`src/rtl/bcd7_pkg.sv`:
```
package bcd7_pkg;
  localparam int SEG_N = 7;
  typedef logic [SEG_N-1:0] seg_t;

  // Which source drives the segment outputs, highest priority first.
  typedef enum logic [1:0] {
    SHOW_LAMP   = 2'd0,
    SHOW_DARK   = 2'd1,
    SHOW_RIPPLE = 2'd2,
    SHOW_DIGIT  = 2'd3
  } show_t;

  localparam seg_t SEG_ALL_ON  = '1;
  localparam seg_t SEG_ALL_OFF = '0;
endpackage

```
`src/rtl/bcd7_hold_reg.sv`:
```
module bcd7_hold_reg #(
  parameter int DIGIT_W = 4
) (
  input  logic               clk,
  input  logic               rst_n,
  input  logic               load_n,
  input  logic [DIGIT_W-1:0] d,
  output logic [DIGIT_W-1:0] q
);
  // Load while load_n is low, keep the value otherwise.
  always_ff @(posedge clk or negedge rst_n) begin
    if (!rst_n) begin
      q <= '0;
    end else if (!load_n) begin
      q <= d;
    end
  end
endmodule

```
`src/rtl/bcd7_glyph_rom.sv`:
```
module bcd7_glyph_rom
  import bcd7_pkg::*;
#(
  parameter int DIGIT_W = 4
) (
  input  logic [DIGIT_W-1:0] code,
  output seg_t               glyph,
  output logic               legal
);
  // Bit 0 = segment a ... bit 6 = segment g.
  always_comb begin
    legal = 1'b1;
    case (code)
      DIGIT_W'(0): glyph = 7'h3F;
      DIGIT_W'(1): glyph = 7'h06;
      DIGIT_W'(2): glyph = 7'h5B;
      DIGIT_W'(3): glyph = 7'h4F;
      DIGIT_W'(4): glyph = 7'h66;
      DIGIT_W'(5): glyph = 7'h6D;
      DIGIT_W'(6): glyph = 7'h7D;
      DIGIT_W'(7): glyph = 7'h07;
      DIGIT_W'(8): glyph = 7'h7F;
      DIGIT_W'(9): glyph = 7'h6F;
      default: begin
        glyph = SEG_ALL_OFF;
        legal = 1'b0;
      end
    endcase
  end
endmodule

```
`src/rtl/bcd7_blank_arb.sv`:
```
module bcd7_blank_arb
  import bcd7_pkg::*;
(
  input  logic  lamp_test,
  input  logic  blank,
  input  logic  rb_in,
  input  logic  is_zero,
  input  logic  legal,
  output show_t show,
  output logic  rb_out
);
  // Zero suppression is reported whether or not a higher override wins.
  assign rb_out = rb_in & is_zero;

  always_comb begin
    if (lamp_test)       show = SHOW_LAMP;
    else if (blank)      show = SHOW_DARK;
    else if (!legal)     show = SHOW_DARK;
    else if (rb_out)     show = SHOW_RIPPLE;
    else                 show = SHOW_DIGIT;
  end
endmodule

```
`src/rtl/bcd7_latch_decoder.sv`:
```
module bcd7_latch_decoder
  import bcd7_pkg::*;
#(
  parameter int DIGIT_W = 4
) (
  input  logic               clk,
  input  logic               rst_n,
  input  logic [DIGIT_W-1:0] digit_in,
  input  logic               load_n,
  input  logic               lamp_test,
  input  logic               blank,
  input  logic               rb_in,
  output logic [SEG_N-1:0]   seg,
  output logic               rb_out
);
  logic [DIGIT_W-1:0] held_q;
  seg_t               glyph;
  logic               legal;
  show_t              show;

  bcd7_hold_reg #(.DIGIT_W(DIGIT_W)) u_hold (
    .clk    (clk),
    .rst_n  (rst_n),
    .load_n (load_n),
    .d      (digit_in),
    .q      (held_q)
  );

  bcd7_glyph_rom #(.DIGIT_W(DIGIT_W)) u_rom (
    .code  (held_q),
    .glyph (glyph),
    .legal (legal)
  );

  bcd7_blank_arb u_arb (
    .lamp_test (lamp_test),
    .blank     (blank),
    .rb_in     (rb_in),
    .is_zero   (held_q == '0),
    .legal     (legal),
    .show      (show),
    .rb_out    (rb_out)
  );

  // One output mux per segment.
  for (genvar s = 0; s < SEG_N; s++) begin : g_seg
    always_comb begin
      case (show)
        SHOW_LAMP:  seg[s] = 1'b1;
        SHOW_DIGIT: seg[s] = glyph[s];
        default:    seg[s] = 1'b0;
      endcase
    end
  end
endmodule

```
`config.mk`:
```
export PLATFORM = sky130hd
export DESIGN_NAME = bcd7_latch_decoder
export DESIGN_NICKNAME = d
export VERILOG_FILES = /design/src/rtl/bcd7_pkg.sv /design/src/rtl/bcd7_hold_reg.sv /design/src/rtl/bcd7_glyph_rom.sv /design/src/rtl/bcd7_blank_arb.sv /design/src/rtl/bcd7_latch_decoder.sv
export SDC_FILE = /design/constraint.sdc
export NUM_CORES = 1
export LEC_CHECK = 0
export BUFFER_PORTS_ARGS = -buffer_cell sky130_fd_sc_hd__buf_2
export CORE_AREA = 2 2 39 41
export DETAILED_ROUTE_END_ITERATION = 16
export DIE_AREA = 0 0 41 43
export GPL_TIMING_DRIVEN = 1
export PLACE_DENSITY = 0.67
export SLEW_MARGIN = 15
export SYNTH_ARGS = -nofsm -noshare
export SYNTH_HDL_FRONTEND = slang
export SYNTH_HIERARCHICAL = 1
export SYNTH_SLANG_ARGS = --single-unit
```
`constraint.sdc`:
```
create_clock -name clk -period 2.83 [get_ports clk]
set_input_delay 0.1415 -clock clk [delete_from_list [all_inputs] [get_ports clk]]
set_output_delay 0.1415 -clock clk [all_outputs]
set_load 0.05 [all_outputs]
```
==> metrics.txt, run 1 <==
I/O pins=18; final setup vio count=0; FF-to-FF path depth=1; met3 GRT Util=1.57%; area of the core=0.00138 mm²; max FFs per register=4; f_max=412 MHz; Critical Path Max Stage Delay=640 ps; Layout fillers=150; die area=0.00176 mm²; Util after Layout=42.8%; CTS tree=built; M1 GR Usage=16.6%; Psw=0.123 mW; ANT nets after route=0; worst hold path class=primary input to register; critical path class=register to primary output; DP HPWL=700 µm; setup tns final=0 ps; Fin Hold WS=133 ps; Hold Fails Final Rpt=0; WL per Instance=10.6 µm; Most flops, register=u_hold/q; Slew @ Worst Pin=492 ps; post-synthesis cell type count=26; Final Cycle Share=85.9%; Int Power=0.161 mW; Leakage Power=0.281 nW; clock skew=0 ps; outcome=finished, final reports clean; first-pass GRT wire length=1.58 mm; Reg clk slew, reported paths=40 ps; Synthesis Warnings=6; layout cells sized above 1=45.2%; postcts setup bufs=0; vias per inst=5.17; clock sinks=4; vias in the first global route=407; pwr dens=480 mW/mm²; Worst Hold End=u_hold/q[3]; Crit Reg-Reg Endpoint=u_hold/q[1]; starting density of the core=35.4%; reg2reg start=u_hold/q[1]; maximum clock path buffer count=2; Switching Fraction=43.2%; r2r setup slk=1820 ps; sequential share of the synthesized area=20.5%; Syn Nets=68; fin crit period=2430 ps; Rel. slew slack=67.2%; biggest regs=u_hold/q: 4 flops; Avg Synthesized Cell Area=8.74 µm²; H-tree levels=1; via count=460; max-cap violation count=0; initial antenna violation count=0; met2 Use GR=19.4%; Buf/Inv on CP=3; Starting DRT DRC Count=0; nets=87; Synth Instances=56; crit-path leading delay family=flip-flops; maximum vdd ir drop=264 µV; CP startpoint kind=register; Site Rows=14; Crit path arrival time=2290 ps; PortBufs=17; worst skew pair latency=240 ps; ANT cells=0; Area Overhead vs Synth=21.0%; cell mode on critical path=inv_1; Seq cells post-synth=4; CTS root buf=clkbuf_4; GR Overflow Total=0; die height=43 µm; critical hold path startpoint=digit_in[3]; sequential share of power=29.6%; Num CTS Buffers=3; 1st-pass router iterations=1; DRC viols=0; Syn Std Cell Area=489 µm²; DIE WIDTH=41 µm; Critical-path top delay cell=dfrtp_1; RSZ-0062 raised after global routing=no; DRT Wirelength=944 µm; Cells on Worst Hold Path=2; clock power share=25.5%; crit path cell chain=o21a_1 > inv_1 > nor2b_4 > a21oi_2 > inv_1 > ha_1 > nor2_1 > buf_2; dpl cell area=559 µm²; RePlAce Congestion=0.666; gr usage total=13.2%; highest net fanout along the worst path=15; final instance area=592 µm²; largest net degree at the start of global routing=16; crit end category=primary output; Top Usage Layer GRT=met2; combinational power share=44.9%; Max Slew Vio Count=0; post_cts resized=0; worst path required time=2690 ps
[final cells by class]
cell class	count	area, µm²	share of cell area (%)
Tap cell	16	20.0	3.38
Timing Repair Buffer	18	95.1	16.1
Multi-Input combinational cell	44	339	57.3
Clock buffer	3	22.5	3.81
Sequential cell	4	100	16.9
Inverter	4	15.0	2.54
[layer usage]
layer / up-vias / share of wire (%)
li1: 236 / -
met1: 208 / 47
met2: 14 / 46
met3: 2 / 5.4
met4: 0 / 1.5
met5: - / 0
[Yosys cell counts, drive strengths merged]
cell    instances  area (µm²)
nor4b           1        15.0
nor2            8        30.0
a221oi          1        15.0
and2            2        15.0
nor3b           1        12.5
a21boi          1        7.51
buf             4        35.0
o21a            3        22.5
nor3            2        10.0
and3            1        6.26
nor4            2        18.8
nor2b           2        27.5
inv             4        15.0
a211oi          1        12.5
dfrtp           4         100
o21bai          1        7.51
a21oi           9        48.8
mux2            4        45.0
a21o            1        7.51
o22ai           2        12.5
ha              2        25.0
[how the worst max path moves through the flow]
stage / from / to / slack [ps] / depth (start not counted)
2_1_floorplan: u_hold/q[1] / seg[0] / 630 / 6
3_3_place_gp: u_hold/q[1] / seg[2] / 730 / 8
3_5_place_dp: u_hold/q[1] / seg[2] / 660 / 8
4_1_cts: u_hold/q[1] / seg[2] / 400 / 8
5_1_grt: u_hold/q[1] / seg[5] / 210 / 8
6_report: u_hold/q[1] / seg[4] / 400 / 8
[through the flow]
step / setup WS [ps] / cells / power [mW]
global route: 211 / 89 / 0.305
floorplan: 632 / 56 / 0.191
CTS: 401 / 89 / 0.288
finish: 400 / 89 / 0.284
detailed placement: 657 / 85 / 0.211
global placement: 734 / 85 / 0.209
[power by group through the flow]
stage	sequential [mW]	combinational [mW]	clock [mW]
detailed placement	0.0842	0.127	0
finish	0.0841	0.128	0.0724
global route	0.0871	0.138	0.0798
floorplan	0.0692	0.121	0
global placement	0.0829	0.126	0
CTS	0.0834	0.128	0.0764
[what timing repair did]
item | CTS | global route
hold endpoints to repair | 4 | 0
hold buffers | 1 | 0
endpoints found under the setup margin | 0 | 0
[kinds of logic (layout without fill, tap and decap cells)]
group	count (synthesis)	count (layout)	share of synthesized area (%)
compound gates	19	19	27.4
fa+ha+maj	2	2	5.11
buf+inv	8	25	10.2
flops	4	4	20.5
mux	4	4	9.21
simple gates	19	19	27.6
[cells in the final DEF (no fill, tap or decap), drive strengths merged, types with 2 or more instances in the layout]
master and n:
a21oi 9, nor2 8, dfrtp 4, nor4 2, inv 4, clkbuf 3
buf 17, and2 2, nor2b 2, nor3 2, o21a 3, mux2 4
o22ai 2, ha 2
Note: power is estimated with default switching activity, not from simulation.
==> run 2: changes to the inputs <==
--- a/config.mk
+++ b/config.mk
@@ -5,12 +5,12 @@
 export SDC_FILE = /design/constraint.sdc
 export NUM_CORES = 1
 export LEC_CHECK = 0
-export BUFFER_PORTS_ARGS = -buffer_cell sky130_fd_sc_hd__buf_2
 export CORE_AREA = 2 2 39 41
 export DETAILED_ROUTE_END_ITERATION = 16
 export DIE_AREA = 0 0 41 43
+export DONT_BUFFER_PORTS = 1
 export GPL_TIMING_DRIVEN = 1
-export PLACE_DENSITY = 0.67
+export PLACE_DENSITY = 0.56
 export SLEW_MARGIN = 15
 export SYNTH_ARGS = -nofsm -noshare
 export SYNTH_HDL_FRONTEND = slang
==> metrics.txt, run 2 (synthesized netlist as in run 1, its figures left out) <==
reg2reg start=u_hold/q[1]; first-pass GRT wire length=1.35 mm; maximum vdd ir drop=287 µV; H-tree levels=1; GR Overflow Total=0; Starting DRT DRC Count=1; biggest regs=u_hold/q: 4 flops; final setup vio count=0; CP startpoint kind=register; ANT cells=0; r2r setup slk=1830 ps; M1 GR Usage=13.7%; Num CTS Buffers=3; Critical Path Max Stage Delay=540 ps; nets=77; ANT nets after route=0; area of the core=0.00138 mm²; fin crit period=2370 ps; setup tns final=0 ps; Rel. slew slack=68.3%; 1st-pass router iterations=4; DRT Wirelength=883 µm; most frequent cells in the layout=8 x a21oi_1, 8 x nor2_1, 7 x buf_4; Hold Fails Final Rpt=0; Stages on worst setup path=7; DRC viols=0; die height=43 µm; Max Slew Vio Count=0; CTS root buf=clkbuf_4; Final Cycle Share=83.7%; Top Usage Layer GRT=met2; Post-Layout Cell Count=79; Critical-path top delay cell=dfrtp_1; WL per Instance=11.2 µm; crit end category=primary output; layout cells sized above 1=36.5%; dpl cell area=527 µm²; CTS tree=built; gr usage total=11.4%; crit path cell chain=nor4_1 > and2_4 > a21oi_2 > inv_1 > ha_1 > nor2_1 > buf_4; fin worst setup slack=461 ps; initial antenna violation count=0; outcome=finished, final reports clean; vias per inst=5.18; Placement Setup Slack=680 ps; RePlAce Congestion=0.683; largest net degree at the start of global routing=16; worst hold path class=primary input to register; critical path class=register to primary output; Leakage Power=0.242 nW; Crit path arrival time=2230 ps; Reg clk slew, reported paths=40 ps; via count=409; clock sinks=4; max-cap violation count=0; Slew @ Worst Pin=475 ps; Site Rows=14; DP HPWL=662 µm; I/O pins=18; DIE WIDTH=41 µm; Layout fillers=145; crit-path leading delay family=simple AND/OR/NAND/NOR gates; Most flops, register=u_hold/q; Util after Layout=40.4%; worst path required time=2690 ps; die area=0.00176 mm²; worst skew pair latency=230 ps; starting density of the core=35.4%; vias in the first global route=348; Crit Reg-Reg Endpoint=u_hold/q[1]; post_cts resized=0; Inst Count DP=75; pwr dens=498 mW/mm²; f_max=422 MHz; Buf/Inv on CP=2; worst setup path startpoint=u_hold/q[1]; highest net fanout along the worst path=15; max FFs per register=4; critical hold path startpoint=digit_in[2]; capture point of the worst path=seg[1]; final instance area=559 µm²; maximum clock path buffer count=2; met2 Use GR=16.3%; PortBufs=0; FF-to-FF path depth=1; RSZ-0062 raised after global routing=no; clock skew=0 ps; Area Overhead vs Synth=14.3%; met3 GRT Util=3.66%
-- run 2: final cells by class --
type                       instances  area [µm²]  share of cell area (%)
multi-input combinational         44         339                    60.6
sequential                         4         100                    17.9
timing repair buffer               8        62.6                    11.2
clock buffer                       3        22.5                    4.03
tap                               16        20.0                    3.58
inverter                           4        15.0                    2.68
-- run 2: repair_timing --
item / in CTS / in global routing
endpoints found under the setup margin: 0 / 0
hold endpoints to repair: 4 / 0
setup buffers: 0 / 0
hold buffers: 1 / 0
-- run 2: where the power goes --
part           internal [mW]  switching [mW]  leakage (nW)
combinational         0.0526          0.0732         0.181
sequential            0.0631          0.0206        0.0468
clock                 0.0473          0.0217        0.0138
total                  0.163           0.116         0.242
-- run 2: how the worst min path moves through the flow --
stage	slack, ps	to	cells past startpoint
2_1_floorplan	-150	u_hold/q[0]	0
3_3_place_gp	-150	u_hold/q[2]	0
3_5_place_dp	-150	u_hold/q[2]	0
4_1_cts	50	u_hold/q[2]	1
5_1_grt	50	u_hold/q[0]	1
6_report	60	u_hold/q[2]	1
-- run 2: through the flow --
step           power [mW]  hold slack [ps]
6_report            0.278             56.0
3_5_place_dp        0.209             -154
4_1_cts             0.283             49.7
3_3_place_gp        0.208             -154
2_1_floorplan       0.191             -154
5_1_grt             0.298             46.4
-- run 2: routing by layer --
metal  vias to the layer above  wire length (µm)
met4                         0                18
met3                         2                39
li1                        219                 -
met5                         -                 0
met2                        11               417
met1                       177               408
==> run 3: changes to the inputs <==
==> constraint.sdc (replaced) <==
create_clock -name clk -period 2.2 [get_ports clk]
set_input_delay 0.11 -clock clk [delete_from_list [all_inputs] [get_ports clk]]
set_output_delay 0.11 -clock clk [all_outputs]
set_load 0.05 [all_outputs]
==> metrics.txt, run 3 (synthesized netlist as in run 1, its figures left out) <==
outcome=finished, final reports clean; Most flops, register=u_hold/q; PortBufs=0; clock skew=0 ps; final setup vio count=0; FF-to-FF path depth=2; die area=0.00176 mm²; layout cells sized above 1=45.6%; worst setup path startpoint=u_hold/q[1]; initial antenna violation count=0; RSZ-0062 raised after global routing=no; Reg clk slew, reported paths=40 ps; reg2reg start=u_hold/q[0]; ANT cells=0; CP startpoint kind=register; max-cap violation count=0; critical hold path startpoint=digit_in[2]; Site Rows=14; first-pass GRT wire length=1.37 mm; Max Slew Vio Count=0; 1st-pass router iterations=3; CTS tree=built; worst path required time=2090 ps; die height=43 µm; biggest regs=u_hold/q: 4 flops; Placement Setup Slack=189 ps; Cells on Worst Hold Path=1; Hold Fails Final Rpt=0; H-tree levels=1; Final Cycle Share=91.9%; commonest non-fill, non-tap cell in the layout=buf_4; CTS root buf=clkbuf_4; area of the core=0.00138 mm²; Worst Hold End=u_hold/q[2]; WL per Instance=11.6 µm; Fin Hold WS=29.5 ps; vias per inst=5.14; r2r setup slk=1290 ps; clock sinks=4; via count=432; starting density of the core=35.4%; Area Overhead vs Synth=24.8%; crit path cell chain=o21a_1 > inv_1 > nor2b_4 > nor2b_4 > inv_1 > ha_2 > nor2_1 > buf_4; worst hold path class=primary input to register; gr usage total=11.9%; critical path class=register to primary output; total power=0.376 mW; Leakage Power=0.266 nW; worst skew pair latency=230 ps; crit end category=primary output; Slew @ Worst Pin=298 ps; max FFs per register=4; fin worst setup slack=178 ps; Crit path arrival time=1910 ps; maximum clock path buffer count=2; DP HPWL=744 µm; f_max=494 MHz; setup tns final=0 ps; Critical-path top delay cell=dfrtp_1; maximum vdd ir drop=305 µV; I/O pins=18; fin crit period=2020 ps; DRT Wirelength=972 µm; DIE WIDTH=41 µm; Starting DRT DRC Count=3; Num CTS Buffers=3; Rel. slew slack=80.1%; most frequent cells in the layout=10 x buf_4, 8 x a21oi_1, 7 x nor2_1; highest net fanout along the worst path=7; RePlAce Congestion=0.657; ANT nets after route=0; nets=82; Critical Path Max Stage Delay=390 ps; pwr dens=615 mW/mm²; DRC viols=0; vias in the first global route=356; Crit Reg-Reg Endpoint=u_hold/q[0]; GR Overflow Total=0; largest net degree at the start of global routing=13
-- run 3: changes by cell type in the layout (fill, tap and decap cells not counted) --
cell     previous run  this run
nor2_1              8         7
buf_6               0         2
nor2_2              0         1
ha_2                0         1
dfrtp_1             4         3
ha_1                2         1
dfrtp_2             0         1
buf_4               7        10
-- run 3: what timing repair did --
action,CTS,global route
endpoints found under the hold margin,4,0
setup buffers,0,1
hold buffers,1,0
endpoints found under the setup margin,7,7
resized for setup,1,4
-- run 3: worst max path at each step --
stage,endpoint,slack (ps)
after floorplan,seg[0],30
final,seg[1],180
after global routing,seg[1],40
after global placement,seg[1],250
after detailed placement,seg[2],190
after CTS,seg[2],40
-- run 3: report_power, final --
part,switching [mW],leakage [nW],total [mW],internal [mW]
sequential,0.00638,0.0458,0.0882,0.0818
combinational,0.118,0.207,0.200,0.0817
clock,0.0269,0.0138,0.0877,0.0608
-- run 3: final cells by class --
type                            instances  area [µm²]
Clock buffer                            3        22.5
Multi-Input combinational cell         44         344
Sequential cell                         4         101
Timing Repair Buffer                   13         108
Inverter                                4        15.0
Tap cell                               16        20.0
Fill cell                             147         773
-- run 3: critical path: cells and delay by family (launching register included) --
| kind | cells | cell delay, ps |
|---|---|---|
| buffers and inverters | 3 | 310 |
| adders and majority gates | 1 | 390 |
| DFF | 1 | 390 |
| and+or+nand+nor | 3 | 370 |
| AOI/OAI and AO/OA | 1 | 230 |
-- run 3: metrics by stage --
stage	instances	cell area (µm²)	utilization [%]
2_1_floorplan	56	489	-
3_3_place_gp	79	557	40.2
3_5_place_dp	79	557	40.2
4_1_cts	83	591	42.7
5_1_grt	84	611	44.1
6_report	84	611	44.1
-- run 3: metal layers --
| metal | track usage, % | part of all wire (%) | routed length (µm) |
|---|---|---|---|
| met5 | 0 | 0 | 0 |
| met4 | 10.0 | 0 | 0 |
| met3 | 3.14 | 2.5 | 24 |
| met2 | 16.6 | 52 | 503 |
| met1 | 14.3 | 46 | 444 |
